===== src/rtl/mbt_pkg.sv =====
package mbt_pkg;

  typedef enum logic [1:0] {
    SRC_NONE  = 2'd0,
    SRC_THERM = 2'd1,
    SRC_CNT   = 2'd2
  } src_e;

  localparam int unsigned KIND_WR  = 0;
  localparam int unsigned KIND_RK  = 1;
  localparam int unsigned NUM_KIND = 2;
  localparam int unsigned MODE_W   = 2 * NUM_KIND;
  localparam logic [1:0]  HOLD_WIN = 2'd2;

endpackage


===== src/rtl/mbt_act_counter.sv =====
module mbt_act_counter #(
  parameter int unsigned CNT_W = 8
) (
  input  logic             clk_i,
  input  logic             rst_ni,
  input  logic             en_i,
  input  logic             tick_i,
  input  logic [1:0]       inc_i,
  input  logic [CNT_W-1:0] thresh_i,
  output logic             hit_o
);

  logic [CNT_W-1:0] cnt_q, cnt_d;
  logic [CNT_W:0]   sum;

  always_comb begin
    sum   = {1'b0, cnt_q} + {{(CNT_W-1){1'b0}}, inc_i};
    cnt_d = cnt_q;
    if (!en_i || tick_i) begin
      cnt_d = '0;
    end else if (sum[CNT_W]) begin
      cnt_d = '1;
    end else begin
      cnt_d = sum[CNT_W-1:0];
    end
  end

  always_ff @(posedge clk_i or negedge rst_ni) begin
    if (!rst_ni) begin
      cnt_q <= '0;
    end else begin
      cnt_q <= cnt_d;
    end
  end

  assign hit_o = en_i && (cnt_q >= thresh_i);

  AST_CNT_CLEAR: assert property (@(posedge clk_i) disable iff (!rst_ni)
    tick_i |=> (cnt_q == '0));
  AST_CNT_OFF: assert property (@(posedge clk_i) disable iff (!rst_ni)
    !en_i |=> (cnt_q == '0));

endmodule


===== src/rtl/mbt_kind_arb.sv =====
module mbt_kind_arb
  import mbt_pkg::*;
(
  input  logic clk_i,
  input  logic rst_ni,
  input  logic tick_i,
  input  logic kill_i,
  input  logic therm_i,
  input  logic cnt_i,
  output src_e src_o,
  output logic active_o
);

  src_e       src_q, src_d;
  logic [1:0] hold_q, hold_d;

  always_comb begin
    src_d  = src_q;
    hold_d = hold_q;
    if (kill_i) begin
      src_d  = SRC_NONE;
      hold_d = 2'd0;
    end else if (src_q == SRC_NONE || (tick_i && hold_q <= 2'd1)) begin
      if (therm_i) begin
        src_d  = SRC_THERM;
        hold_d = HOLD_WIN;
      end else if (cnt_i) begin
        src_d  = SRC_CNT;
        hold_d = HOLD_WIN;
      end else begin
        src_d  = SRC_NONE;
        hold_d = 2'd0;
      end
    end else if (tick_i) begin
      hold_d = hold_q - 2'd1;
    end
  end

  always_ff @(posedge clk_i or negedge rst_ni) begin
    if (!rst_ni) begin
      src_q  <= SRC_NONE;
      hold_q <= 2'd0;
    end else begin
      src_q  <= src_d;
      hold_q <= hold_d;
    end
  end

  assign src_o    = src_q;
  assign active_o = (src_q != SRC_NONE);

  AST_SRC_LOCK: assert property (@(posedge clk_i) disable iff (!rst_ni)
    (src_q != SRC_NONE && !tick_i && !kill_i) |=> (src_q == $past(src_q)));
  AST_THERM_FIRST: assert property (@(posedge clk_i) disable iff (!rst_ni)
    (src_q == SRC_NONE && therm_i && !kill_i) |=> (src_q == SRC_THERM));
  AST_KILL_IDLE: assert property (@(posedge clk_i) disable iff (!rst_ni)
    kill_i |=> (src_q == SRC_NONE));

endmodule


===== src/rtl/mbt_grant_gate.sv =====
module mbt_grant_gate #(
  parameter int unsigned LIM_W = 6
) (
  input  logic             clk_i,
  input  logic             rst_ni,
  input  logic             tick_i,
  input  logic             rd_req_i,
  input  logic             wr_req_i,
  input  logic             rk_act_i,
  input  logic [LIM_W-1:0] rk_lim_i,
  input  logic             wr_act_i,
  input  logic [LIM_W-1:0] wr_lim_i,
  output logic             rd_allow_o,
  output logic             wr_allow_o
);

  localparam int unsigned GW = LIM_W + 1;

  logic [GW-1:0] all_q, all_d, wr_q, wr_d;
  logic [GW:0]   all_mid, all_sum, wr_sum;
  logic          rd_take, wr_take;

  always_comb begin
    rd_allow_o = !rk_act_i || (all_q < {1'b0, rk_lim_i});
    rd_take    = rd_req_i && rd_allow_o;
    all_mid    = {1'b0, all_q} + {{GW{1'b0}}, rd_take};
    wr_allow_o = (!rk_act_i || (all_mid < {2'b00, rk_lim_i})) &&
                 (!wr_act_i || (wr_q < {1'b0, wr_lim_i}));
    wr_take    = wr_req_i && wr_allow_o;
    all_sum    = all_mid + {{GW{1'b0}}, wr_take};
    wr_sum     = {1'b0, wr_q} + {{GW{1'b0}}, wr_take};
    if (tick_i) begin
      all_d = '0;
      wr_d  = '0;
    end else begin
      all_d = all_sum[GW] ? '1 : all_sum[GW-1:0];
      wr_d  = wr_sum[GW]  ? '1 : wr_sum[GW-1:0];
    end
  end

  always_ff @(posedge clk_i or negedge rst_ni) begin
    if (!rst_ni) begin
      all_q <= '0;
      wr_q  <= '0;
    end else begin
      all_q <= all_d;
      wr_q  <= wr_d;
    end
  end

  AST_RK_CAP: assert property (@(posedge clk_i) disable iff (!rst_ni)
    (rk_act_i && !tick_i && all_q >= {1'b0, rk_lim_i}) |=> (all_q == $past(all_q)));
  AST_WR_CAP: assert property (@(posedge clk_i) disable iff (!rst_ni)
    (wr_act_i && !tick_i && wr_q >= {1'b0, wr_lim_i}) |=> (wr_q == $past(wr_q)));
  AST_TICK_REOPEN: assert property (@(posedge clk_i) disable iff (!rst_ni)
    tick_i |=> (all_q == '0 && wr_q == '0));

endmodule


===== src/rtl/mem_bw_throttle.sv =====
module mem_bw_throttle
  import mbt_pkg::*;
#(
  parameter int unsigned CNT_W = 8,
  parameter int unsigned LIM_W = 6
) (
  input  logic              clk_i,
  input  logic              rst_ni,
  input  logic [MODE_W-1:0] mode_i,
  input  logic              ctl_hot_i,
  input  logic              rank_hot_i,
  input  logic              rd_req_i,
  input  logic              wr_req_i,
  input  logic [CNT_W-1:0]  act_thresh_i,
  input  logic [LIM_W-1:0]  lim_wr_hot_i,
  input  logic [LIM_W-1:0]  lim_rk_hot_i,
  input  logic [LIM_W-1:0]  lim_wr_cnt_i,
  input  logic [LIM_W-1:0]  lim_rk_cnt_i,
  input  logic              win_tick_i,
  output logic              thr_active_o,
  output logic [LIM_W-1:0]  lim_now_o,
  output logic              rd_allow_o,
  output logic              wr_allow_o
);

  // reset: asynchronous assertion, synchronous release
  logic [1:0] rst_sync_q;
  logic       rst_n;

  always_ff @(posedge clk_i or negedge rst_ni) begin
    if (!rst_ni) begin
      rst_sync_q <= 2'b00;
    end else begin
      rst_sync_q <= {rst_sync_q[0], 1'b1};
    end
  end
  assign rst_n = rst_sync_q[1];

  // mode latch, enabled by the window tick
  logic [MODE_W-1:0] mode_q, mode_d;
  logic              kill;

  always_comb begin
    mode_d = mode_q;
    if (win_tick_i) begin
      mode_d = mode_i;
    end
  end

  always_ff @(posedge clk_i or negedge rst_n) begin
    if (!rst_n) begin
      mode_q <= '0;
    end else begin
      mode_q <= mode_d;
    end
  end

  assign kill = (mode_q == '0);

  // per-kind trigger inputs and limits
  logic [NUM_KIND-1:0] hot_in, hot_raw, cnt_hit, k_act;
  logic [1:0]          k_inc   [NUM_KIND];
  logic [LIM_W-1:0]    hot_lim [NUM_KIND];
  logic [LIM_W-1:0]    cnt_lim [NUM_KIND];
  logic [LIM_W-1:0]    k_lim   [NUM_KIND];
  src_e                k_src   [NUM_KIND];

  always_comb begin
    hot_in[KIND_WR]  = ctl_hot_i;
    hot_in[KIND_RK]  = rank_hot_i;
    k_inc[KIND_WR]   = {1'b0, wr_req_i};
    k_inc[KIND_RK]   = {1'b0, rd_req_i} + {1'b0, wr_req_i};
    hot_lim[KIND_WR] = lim_wr_hot_i;
    hot_lim[KIND_RK] = lim_rk_hot_i;
    cnt_lim[KIND_WR] = lim_wr_cnt_i;
    cnt_lim[KIND_RK] = lim_rk_cnt_i;
  end

  for (genvar k = 0; k < NUM_KIND; k++) begin : g_kind
    assign hot_raw[k] = mode_q[k] & hot_in[k];

    mbt_act_counter #(
      .CNT_W (CNT_W)
    ) act_cnt_i (
      .clk_i    (clk_i),
      .rst_ni   (rst_n),
      .en_i     (mode_q[k + NUM_KIND]),
      .tick_i   (win_tick_i),
      .inc_i    (k_inc[k]),
      .thresh_i (act_thresh_i),
      .hit_o    (cnt_hit[k])
    );

    mbt_kind_arb arb_i (
      .clk_i    (clk_i),
      .rst_ni   (rst_n),
      .tick_i   (win_tick_i),
      .kill_i   (kill),
      .therm_i  (hot_raw[k]),
      .cnt_i    (cnt_hit[k]),
      .src_o    (k_src[k]),
      .active_o (k_act[k])
    );

    assign k_lim[k] = (k_src[k] == SRC_THERM) ? hot_lim[k] : cnt_lim[k];
  end

  // outputs
  always_comb begin
    thr_active_o = |k_act;
    if (k_act[KIND_RK]) begin
      lim_now_o = k_lim[KIND_RK];
    end else if (k_act[KIND_WR]) begin
      lim_now_o = k_lim[KIND_WR];
    end else begin
      lim_now_o = '1;
    end
  end

  mbt_grant_gate #(
    .LIM_W (LIM_W)
  ) gate_i (
    .clk_i      (clk_i),
    .rst_ni     (rst_n),
    .tick_i     (win_tick_i),
    .rd_req_i   (rd_req_i),
    .wr_req_i   (wr_req_i),
    .rk_act_i   (k_act[KIND_RK]),
    .rk_lim_i   (k_lim[KIND_RK]),
    .wr_act_i   (k_act[KIND_WR]),
    .wr_lim_i   (k_lim[KIND_WR]),
    .rd_allow_o (rd_allow_o),
    .wr_allow_o (wr_allow_o)
  );

  AST_MODE_HOLD: assert property (@(posedge clk_i) disable iff (!rst_n)
    !win_tick_i |=> $stable(mode_q));
  AST_DROP_EDGE: assert property (@(posedge clk_i) disable iff (!rst_n)
    $fell(thr_active_o) |-> ($past(win_tick_i) || $past(mode_q) == '0));
  AST_IDLE_OPEN: assert property (@(posedge clk_i) disable iff (!rst_n)
    !thr_active_o |-> (rd_allow_o && wr_allow_o));

endmodule


===== config.mk =====
export PLATFORM = sky130hd
export DESIGN_NAME = mem_bw_throttle
export DESIGN_NICKNAME = d
export VERILOG_FILES = /design/src/rtl/mbt_pkg.sv /design/src/rtl/mbt_act_counter.sv /design/src/rtl/mbt_kind_arb.sv /design/src/rtl/mbt_grant_gate.sv /design/src/rtl/mem_bw_throttle.sv
export SDC_FILE = /design/constraint.sdc
export NUM_CORES = 1
export LEC_CHECK = 0
export CELL_PAD_IN_SITES_DETAIL_PLACEMENT = 1
export CELL_PAD_IN_SITES_GLOBAL_PLACEMENT = 1
export CORE_UTILIZATION = 38
export DETAILED_ROUTE_END_ITERATION = 7
export HOLD_SLACK_MARGIN = 0.08
export PLACE_DENSITY = 0.83
export SLEW_MARGIN = 20
export SYNTH_ARGS = -nofsm -noshare
export SYNTH_HDL_FRONTEND = slang
export SYNTH_SLANG_ARGS = --single-unit

===== constraint.sdc =====
create_clock -name clk_i -period 4 [get_ports clk_i]
set_input_delay 0.8 -clock clk_i [delete_from_list [all_inputs] [get_ports clk_i]]
set_output_delay 0.8 -clock clk_i [all_outputs]
set_load 0.01 [all_outputs]

==> results.md, run 1 <==
- Run status: complete, but fails checks
- Violated checks: setup timing
- Initial antenna violation count: 0
- # hold bufs at CTS: 0
- Clk buf depth: 2
- First-pass GRT wire length: 17,030 um
- Drt first pass iters: 4
- Mapped Cells: 372
- Min-Delay Path Class: flip-flop to asynchronous set/reset pin
- ANT cells: 0
- Seq/Total Area, Yosys: 0.3221
- Initial core utilization: 0.3920
- Total power: 0.001656 W
- FFs w/ async S/R, synth: 1.000
- Final WL: 11,370 um
- Layout cells sized above 1: 0.2463
- H-tree levels: 2
- Net Count, Synth: 456
- VDD IR max: 0.2052 mV
- Clk slew on worst S/H paths: 0.09 ns
- Avg Inst Size Synth: 9.189 um2
- Critical Path AT: 4.92 ns
- Final Slew Violations: 0
- CP Class: input pin to flip-flop
- Data required, critical path: 4.22 ns
- Clock tree root driver cell: clkbuf_8
- Synth top area cells: dfrtp_1 (32%), ha_1 (15%), a21oi_1 (4.5%)
- Fin worst setup slack: -0.7054 ns
- DP Worst Slack: -1.351 ns
- Final ANT Viol Nets: 0
- Crit. End Element: flip-flop
- Yosys top cell area share: 0.3221
- Port Buffers: 51
- Vias in the first global route: 3,448
- Core Area: 8721 um2
- Fin nets: 551
- GRT Resource Usage Total: 0.2241
- Int Pwr: 0.001021 W
- Yosys top cell by area: dfrtp_1
- Synth cell count leaders: dfrtp_1 (44), ha_1 (40), a21oi_1 (31), inv_1 (25), nand2_1 (25)
- Largest net degree at the start of global routing: 43
- Crit share post-route: 1.176
- Die area: 9379 um2
- Worst Setup Start Kind: input pin
- Clock power share: 0.168
- Final Hold Vio Count: 0
- Via/cell ratio: 5.723
- Netlist cell types: 60
- Tmin final: 4.705 ns
- Most common flop cell mapped by yosys: dfrtp_1
- Rel. slew slack: 0.4291
- Synth-to-Final Area Change: 37.70%
- Share of power burned in registers: 0.314
- Mapped Area: 3418 um2
- RSZ-0062 raised after global routing: true
- Clock sink count: 44
- Leak pwr: 2.117 nW
- FP Rows: 34
- Post-synth EDFFs: 0
- I/O Pins: 52
- Most frequent cell after synthesis: dfrtp_1
- Drt drc: 0
- Dpl cells: 558
- Combinational fraction of design power: 0.518
- Crit Path Max Fanout: 4
- Post-DP HPWL: 7717 um
- Fmax: 212.5 MHz
- Routed len/inst: 19.77 um
- Die width: 96.85 um
- Post-Layout Cell Count: 575
- Vias: 3,291
- Starting DRC count in detailed routing: 130
- Slew at the pin with the worst max-slew slack: 0.8537 ns
- Global placement routability congestion: 0.8255
- Die H: 96.85 um
- GRT overflow: 0
- Total power per unit cell area: 351.8 nW/um2
- FF+latch count, synth: 44
- Clock latency on the worst-skew pair: 0.31 ns
- Worst Skew: 0.01298 ns
- Syn. warnings: 0
- TritonCTS Buffers: 5
- Final setup violation count: 15
- CTS tree: yes
- Maxcap violations: 0
- Switching part of the total: 0.3833
- Sw Pwr: 0.0006347 W
repair_timing:
action                     4_1_cts  5_1_grt
setup buffers                    4        8
resized for setup               31       27
setup endpoints to repair       15       15
pin swaps                       16       23
critical path, cell delays in order:
cell	delay, ns
clkdlybuf4s50_1	0.44
mux2i_4	0.24
o21ai_0	0.13
a21boi_1	0.26
o31ai_2	0.12
ha_2	0.23
ha_4	0.24
ha_1	0.30
inv_1	0.06
a311oi_1	0.27
a211oi_1	0.12
o21bai_1	0.30
buf_4	0.18
a21oi_2	0.06
buf_4	0.14
ha_4	0.17
ha_4	0.16
buf_4	0.13
a31o_2	0.25
a211o_1	0.25
o2111ai_1	0.08
area by class of cell:
type | instances | area (um2)
multi-input combinational | 289 | 2412
clock inverter | 1 | 5.005
inverter | 25 | 93.84
sequential | 44 | 1101
timing repair buffer | 102 | 887.1
fill | 1006 | 4014
tap | 108 | 135.1
clock buffer | 6 | 72.57
placed cells by master, fill, tap and decap left out, types with 5 or more instances in the layout:
cell type        count
a211oi_1             5
a21o_1               5
a21oi_1             22
a21oi_2              9
a22oi_1              7
a31oi_1              8
buf_4               50
clkbuf_8             5
clkdlybuf4s50_1     42
dfrtp_1             44
ha_1                34
ha_4                 5
inv_1               25
mux2i_1             10
nand2_1             23
nand2b_1             7
nand3_1             12
nor2_1              16
nor3_1               8
o21ai_0             12
xnor2_1             12
power groups by stage:
stage	combinational (W)	clock (W)	sequential, W
floorplan	0.000426	0	0.000524
global placement	0.000699	0	0.000521
detailed placement	0.000737	0	0.000523
CTS	0.000779	0.000286	0.000516
global route	0.000918	0.000303	0.000524
finish	0.000857	0.000278	0.000520
sequential cells by signal (all words and copies together) (netlist names):
register                flops
gate_i.all_q                7
g_kind.arb_i.hold_q         4
gate_i.wr_q                 7
rst_sync_q                  2
mode_q                      4
g_kind.act_cnt_i.cnt_q     16
g_kind.arb_i.src_o          4
path summary, 6_finish.rpt:
kind | from | end | slack (ns) | cells past startpoint
min | rst_sync_q[1]$_DFF_PN0_ | gate_i.wr_q[4]$_DFF_PN0_ | 0.33 | 1
max in group asynchronous | rst_ni | rst_sync_q[0]$_DFF_PN0_ | 3.23 | 1
min in group clk_i | rst_sync_q[0]$_DFF_PN0_ | rst_sync_q[1]$_DFF_PN0_ | 0.36 | 0
max reg2reg | g_kind[1].arb_i.src_o[1]$_DFFE_PN0P_ | gate_i.all_q[6]$_DFF_PN0_ | -0.69 | 22
min reg2reg | rst_sync_q[1]$_DFF_PN0_ | gate_i.wr_q[4]$_DFF_PN0_ | 0.33 | 1
max | lim_rk_hot_i[4] | gate_i.all_q[6]$_DFF_PN0_ | -0.71 | 21
metrics by stage:
stage                 util  TNS [ns]  hold WS, ns  cell area [um2]
floorplan                -    -2.130       0.3312             3486
detailed placement  0.4996    -16.40       0.3471             4357
CTS                 0.5191    -8.244       0.3601             4527
global route        0.5397    -11.59       0.3782             4707
finish              0.5397    -8.477       0.3269             4707
global placement    0.4996    -13.67       0.3387             4357
routing by layer:
layer | vias up | track usage | part of all wire
li1 | 1545 | - | -
met5 | - | 0 | 0
met3 | 28 | 0.04335 | 0.036
met1 | 1623 | 0.2635 | 0.42
met4 | 0 | 0.07233 | 0.029
met2 | 95 | 0.4068 | 0.51
logic make-up after synthesis:
group	count (synthesis)	synth area share
compound gates	95	0.1838
xor+xnor	19	0.05088
fa+ha+maj	41	0.1523
buf+inv	39	0.05161
flops	44	0.3221
mux	16	0.05124
other cells	1	0.001097
simple gates	117	0.1870
(Power assumes the default switching activity.)
==> run 2, diff against run 1 <==
--- a/config.mk
+++ b/config.mk
@@ -7,10 +7,11 @@
 export LEC_CHECK = 0
 export CELL_PAD_IN_SITES_DETAIL_PLACEMENT = 1
 export CELL_PAD_IN_SITES_GLOBAL_PLACEMENT = 1
-export CORE_UTILIZATION = 38
+export CORE_UTILIZATION = 44
 export DETAILED_ROUTE_END_ITERATION = 7
+export DONT_BUFFER_PORTS = 1
 export HOLD_SLACK_MARGIN = 0.08
-export PLACE_DENSITY = 0.83
+export PLACE_DENSITY_LB_ADDON = 0.1
 export SLEW_MARGIN = 20
 export SYNTH_ARGS = -nofsm -noshare
 export SYNTH_HDL_FRONTEND = slang
==> results.md, run 2 (same netlist as run 1, synthesis figures left out) <==
- Min-Delay Path Class: input pin to asynchronous set/reset pin
- Clock power share: 0.221
- Int Pwr: 0.001033 W
- Commonest non-fill, non-tap cell in the layout: buf_4
- Post-DP HPWL: 7390 um
- GRT overflow: 0
- FP Rows: 31
- Die area: 8125 um2
- Worst r2r src: g_kind[1].arb_i.src_o[0]$_DFFE_PN0P_
- Combinational fraction of design power: 0.460
- Die H: 90.14 um
- Data required, critical path: 3.20 ns
- Drt drc: 0
- TritonCTS Buffers: 5
- GRT Resource Usage Total: 0.2554
- Fin worst setup slack: -0.7543 ns
- Share of power burned in registers: 0.319
- Rel. slew slack: 0.6164
- First-pass GRT wire length: 16,360 um
- Top Metal Used: met4
- ANT cells: 0
- Run status: complete, but fails checks
- Drt first pass iters: 4
- Fin nets: 495
- Critical Path Start: g_kind[1].arb_i.src_o[0]$_DFFE_PN0P_
- Clk buf depth: 2
- Via/cell ratio: 5.857
- Crit share post-route: 1.189
- Crit. End Element: output port
- Global placement routability congestion: 0.8546
- Critical Path AT: 3.95 ns
- Commonest non-fill, non-tap cells in the layout: buf_4 (45), dfrtp_1 (43), ha_1 (33)
- RSZ-0062 raised after global routing: true
- R2R Setup Slk: -0.63 ns
- Clock latency on the worst-skew pair: 0.31 ns
- CTS tree: yes
- Sw Pwr: 0.0006297 W
- VDD IR max: 0.2440 mV
- Worst Setup Start Kind: flip-flop
- Routed len/inst: 19.62 um
- Critical-path top delay cell: dfrtp_1
- H-tree levels: 2
- Top Registers: g_kind.act_cnt_i.cnt_q x16, gate_i.all_q x7, gate_i.wr_q x7
- Switching part of the total: 0.3787
- Port Buffers: 0
- Vias in the first global route: 3,283
- Violated checks: setup timing
- I/O Pins: 52
- Slew at the pin with the worst max-slew slack: 0.5753 ns
- Tmin final: 4.754 ns
- Largest net degree at the start of global routing: 43
- Core Area: 7370 um2
- Top reg by flops: g_kind.act_cnt_i.cnt_q
- Total power per unit cell area: 394.1 nW/um2
- Final ANT Viol Nets: 0
- Total length of routed met2 wires: 5041 um
- Synth-to-Final Area Change: 23.43%
- Final Hold Vio Count: 0
- Vias: 2,993
- Layout cells sized above 1: 0.2646
- WL met3: 325 um
- Initial antenna violation count: 0
- Clock tree root driver cell: clkbuf_8
- CP Class: flip-flop to output port
- Crit Path Max Fanout: 6
- Fmax: 210.3 MHz
- Leak pwr: 1.893 nW
- Setup TNS: -7.242 ns
- Final Slew Violations: 0
- Largest register FFs: 16
- Crit-path cells: nand2b_4, mux2i_2, ha_1, o21ai_0, a211oi_2, o31ai_2, ha_2, nand2_2, nor2_4, xor2_1, ha_1, a21oi_1, a21bo_2, o31ai_4, buf_4, nand3_1, a21oi_2, buf_4
- Maxcap violations: 0
- Final setup violation count: 15
- Worst Skew: 0.008037 ns
- Util after Layout: 0.5725
- Clk slew on worst S/H paths: 0.09 ns
- Final WL: 10,030 um
- M1 wire length: 4477 um
- Starting DRC count in detailed routing: 83
- Die width: 90.14 um
- Initial core utilization: 0.4638
- Clock sink count: 44
- CP max stage delay: 0.42 ns
- Total power: 0.001663 W
-- run 2: repair_timing --
item	CTS	global route
pin swaps	16	13
cloned	0	0
resized for setup	33	8
hold buffers	0	0
endpoints found under the hold margin	0	0
setup buffers	5	5
setup endpoints to repair	15	15
-- run 2: path summary, 6_finish.rpt --
kind,depth (start not counted),endpoint
max,18,wr_allow_o
max in group asynchronous,0,gate_i.all_q[6]$_DFF_PN0_
max reg2reg,23,gate_i.all_q[6]$_DFF_PN0_
min in group clk_i,0,rst_sync_q[1]$_DFF_PN0_
min,0,rst_sync_q[1]$_DFF_PN0_
min reg2reg,0,g_kind[1].act_cnt_i.cnt_q[7]$_DFF_PN0_
-- run 2: final cells by class --
class / instances / area, um2
inverter: 25 / 93.84
sequential: 44 / 1105
clock buffer: 5 / 68.82
timing repair buffer: 46 / 349.1
multi-input combinational: 289 / 2432
fill: 836 / 3151
tap: 99 / 123.9
clock inverter: 3 / 46.29
-- run 2: power by group through the flow --
stage | Clock, W | Combinational, W | Sequential [W]
final | 0.000367 | 0.000765 | 0.000531
after global routing | 0.000390 | 0.000828 | 0.000537
after CTS | 0.000381 | 0.000718 | 0.000530
after detailed placement | 0 | 0.000634 | 0.000535
after global placement | 0 | 0.000607 | 0.000533
after floorplan | 0 | 0.000426 | 0.000524
-- run 2: per-layer routing --
layer | vias to the layer above | track usage
met5 | - | 0
met4 | 0 | 0.07392
met3 | 15 | 0.04230
met2 | 39 | 0.4504
met1 | 1494 | 0.3195
li1 | 1445 | -
-- run 2: worst max-delay path, delay by kind of cell (launching register included) --
| kind | cells | cell delay, ns |
|---|---|---|
| adders and majority gates | 3 | 0.83 |
| xor gates and xnor gates | 1 | 0.16 |
| and+or+nand+nor | 4 | 0.42 |
| muxes | 1 | 0.28 |
| AOI/OAI and AO/OA | 7 | 1.25 |
| DFF | 1 | 0.42 |
| buffers and inverters | 2 | 0.28 |
-- run 2: per-stage QoR --
step / cell area, um2 / setup slack [ns] / hold slack, ns / cells
6_report: 4219 / -0.7543 / 0.1734 / 511
5_1_grt: 4219 / -0.9096 / 0.1564 / 511
4_1_cts: 4149 / -0.7449 / 0.1581 / 507
3_5_place_dp: 3806 / -0.5244 / 0.3411 / 494
3_3_place_gp: 3806 / -0.4205 / 0.3360 / 494
2_1_floorplan: 3486 / -0.3517 / 0.3312 / 372
==> run 3, diff against run 2 <==
--- a/config.mk
+++ b/config.mk
@@ -5,9 +5,11 @@
 export SDC_FILE = /design/constraint.sdc
 export NUM_CORES = 1
 export LEC_CHECK = 0
+export ABC_AREA = 1
 export CELL_PAD_IN_SITES_DETAIL_PLACEMENT = 1
 export CELL_PAD_IN_SITES_GLOBAL_PLACEMENT = 1
-export CORE_UTILIZATION = 44
+export CORE_MARGIN = 4
+export CORE_UTILIZATION = 42
 export DETAILED_ROUTE_END_ITERATION = 7
 export DONT_BUFFER_PORTS = 1
 export HOLD_SLACK_MARGIN = 0.08
==> results.md, run 3 <==
- Run status: complete, but fails checks
- Worst Skew: 0.01236 ns
- FFs w/ async S/R, synth: 1.000
- Maxcap violations: 0
- RSZ-0062 raised after global routing: true
- Synth cell count leaders: inv_1 (84), nand2_1 (79), dfrtp_1 (44), ha_1 (40), nand3_1 (33)
- CP Class: flip-flop to output port
- Total power per unit cell area: 309.4 nW/um2
- Switching part of the total: 0.3059
- Net Count, Synth: 522
- Adder-cell share of the synthesized area: 0.1552
- Int Pwr: 0.0009691 W
- Top reg by flops: g_kind.act_cnt_i.cnt_q
- Data required, critical path: 3.20 ns
- First-pass GRT wire length: 16,400 um
- Post-synthesis compound-gate area fraction: 0.1209
- Crit share post-route: 1.155
- Clock power share: 0.341
- GRT overflow: 0
- Global placement routability congestion: 0.7988
- Die H: 97.37 um
- Vias: 3,179
- Clk slew on worst S/H paths: 0.09 ns
- Routed len/inst: 18.02 um
- Final ANT Viol Nets: 0
- Xor-xnor portion of the synthesized cell area: 0.03655
- Clock tree root driver cell: clkbuf_8
- Port Buffers: 0
- Die area: 9481 um2
- Mux cell area share after synthesis: 0.02089
- DP Worst Slack: -0.5280 ns
- Rel. slew slack: 0.3408
- Top Registers: g_kind.act_cnt_i.cnt_q x16, gate_i.all_q x7, gate_i.wr_q x7
- Post-DP HPWL: 7188 um
- Drt drc: 0
- Clk buf depth: 2
- FF+latch count, synth: 44
- Yosys top cell area share: 0.3282
- Combinational fraction of design power: 0.296
- Die width: 97.37 um
- Slew at the pin with the worst max-slew slack: 0.9888 ns
- Dpl cells: 569
- Reg2reg end: gate_i.all_q[2]$_DFF_PN0_
- Sw Pwr: 0.0004271 W
- Commonest non-fill, non-tap cells in the layout: inv_1 (77), nand2_1 (69), buf_4 (53)
- Synth-to-Final Area Change: 34.54%
- Simple logic cell fraction of the synthesized area: 0.2350
- Clock latency on the worst-skew pair: 0.30 ns
- Crit. End Element: output port
- Yosys top cell by area: dfrtp_1
- Post-synth EDFFs: 0
- Worst r2r src: g_kind[1].arb_i.src_o[1]$_DFFE_PN0P_
- R2R Setup Slk: -0.49 ns
- Netlist cell types: 42
- # hold bufs at CTS: 0
- Syn. warnings: 0
- Violated checks: setup timing
- Fin worst setup slack: -0.6212 ns
- I/O Pins: 52
- Fillers: 950
- Min-Delay Path Class: input pin to asynchronous set/reset pin
- Drt first pass iters: 4
- R2R depth: 32
- Clock sink count: 44
- Commonest non-fill, non-tap cell in the layout: inv_1
- H-tree levels: 2
- CTS tree: yes
- Crit Path Max Fanout: 6
- Vias in the first global route: 3,397
- Most frequent cell after synthesis: inv_1
- ANT cells: 0
- Tmin final: 4.621 ns
- FP Rows: 32
- Fmax: 216.4 MHz
- Initial core utilization: 0.4341
- Final Hold Vio Count: 0
- Largest register FFs: 16
- Leak pwr: 2.326 nW
- Initial antenna violation count: 0
- Setup TNS: -6.572 ns
- Main combinational cell family by area after synthesis: simple AND/OR/NAND/NOR gates
- Mapped Area: 3354 um2
- Most common flop cell mapped by yosys: dfrtp_1
- Final setup violation count: 16
- Via/cell ratio: 5.246
- Final Slew Violations: 0
- Synth top area cells: dfrtp_1 (33%), ha_1 (15%), inv_1 (9.4%)
- Seq/Total Area, Yosys: 0.3282
- Share of power burned in registers: 0.363
- Mapped Cells: 438
- TritonCTS Buffers: 5
- Fin nets: 587
- Final WL: 10,920 um
- Layout cells sized above 1: 0.2996
- Starting DRC count in detailed routing: 99
- Core Area: 7727 um2
- Worst Setup Start Kind: flip-flop
- Post-Layout Cell Count: 606
- Critical Path AT: 3.82 ns
- Avg Inst Size Synth: 7.659 um2
- GRT Resource Usage Total: 0.2120
- Largest net degree at the start of global routing: 43
- VDD IR max: 0.1991 mV
- Total power: 0.001396 W
==> run 3: what timing repair did <==
item / 4_1_cts / 5_1_grt
resized for setup: 31 / 55
endpoints found under the setup margin: 15 / 16
endpoints found under the hold margin: 0 / 0
pin swaps: 27 / 26
buffers inserted: 20 / 9
==> run 3: cells by family (layout without fill, tap and decap cells) <==
logic type | Yosys count | after routing
adders and majority gates | 41 | 41
muxes | 7 | 7
buffers and inverters | 91 | 157
AOI/OAI and AO/OA | 70 | 70
other | 1 | 1
DFF | 44 | 44
and+or+nand+nor | 170 | 170
xor gates and xnor gates | 14 | 14
==> run 3: layout make-up <==
cell class	count	area, um2	area share
multi-input cells	303	2302	0.5101
flip-flops and latches	44	1104	0.2445
repair buffers	61	488.0	0.1081
inverters	88	332.8	0.07375
well taps	102	127.6	0.02828
clock inverters	3	90.09	0.01996
clock buffers	5	68.82	0.01525
==> run 3: per-layer routing <==
metal	global-route usage	vias up	share of wire
li1	-	1548	-
met1	0.2484	1543	0.41
met2	0.3969	65	0.53
met3	0.03374	23	0.028
met4	0.05751	0	0.032
met5	0	-	0
==> run 3: worst max-delay path, stage by stage (launching register included) <==
cell      delay (ns)
dfrtp_1         0.40
inv_2           0.12
nand2_8         0.10
mux2i_2         0.18
ha_1            0.32
nand3_2         0.08
nor3b_2         0.23
nand2_1         0.11
nand3_2         0.09
a21boi_2        0.06
ha_2            0.22
buf_4           0.14
nand3_1         0.10
nand2_1         0.11
nand2_2         0.12
inv_2           0.07
ha_4            0.26
inv_2           0.03
o21bai_1        0.15
inv_1           0.06
nand2_1         0.07
nand2_1         0.05
nand2_1         0.07
nand2_1         0.08
nand2_2         0.12
buf_6           0.12
inv_4           0.03
==> run 3: worst max-delay path by stage <==
| stage | start | to | slack (ns) | cells after the start |
|---|---|---|---|---|
| floorplan | lim_rk_hot_i[5] | gate_i.all_q[6]$_DFF_PN0_ | -0.02 | 31 |
| global placement | lim_rk_hot_i[5] | gate_i.all_q[6]$_DFF_PN0_ | -0.40 | 31 |
| detailed placement | lim_rk_hot_i[5] | gate_i.all_q[6]$_DFF_PN0_ | -0.53 | 31 |
| CTS | g_kind[1].arb_i.src_o[1]$_DFFE_PN0P_ | wr_allow_o | -0.23 | 24 |
| global route | g_kind[1].arb_i.src_o[0]$_DFFE_PN0P_ | wr_allow_o | -0.75 | 27 |
| finish | g_kind[1].arb_i.src_o[1]$_DFFE_PN0P_ | wr_allow_o | -0.62 | 26 |
==> run 3: per-stage QoR <==
stage          area (um2)  hold WS (ns)    util
6_report             4513        0.1914  0.5840
5_1_grt              4513        0.1740  0.5840
4_1_cts              4192        0.1812  0.5424
3_5_place_dp         3777        0.3393  0.4888
3_3_place_gp         3777        0.3393  0.4888
2_1_floorplan        3421        0.3312       -
==> run 3: power groups by stage <==
stage                     Combinational [W]  Clock, W  Sequential, W
after floorplan                    0.000206         0       0.000499
after global placement             0.000291         0       0.000508
after detailed placement           0.000303         0       0.000508
after CTS                          0.000351  0.000490       0.000501
after global routing               0.000455  0.000505       0.000512
final                              0.000413  0.000476       0.000507
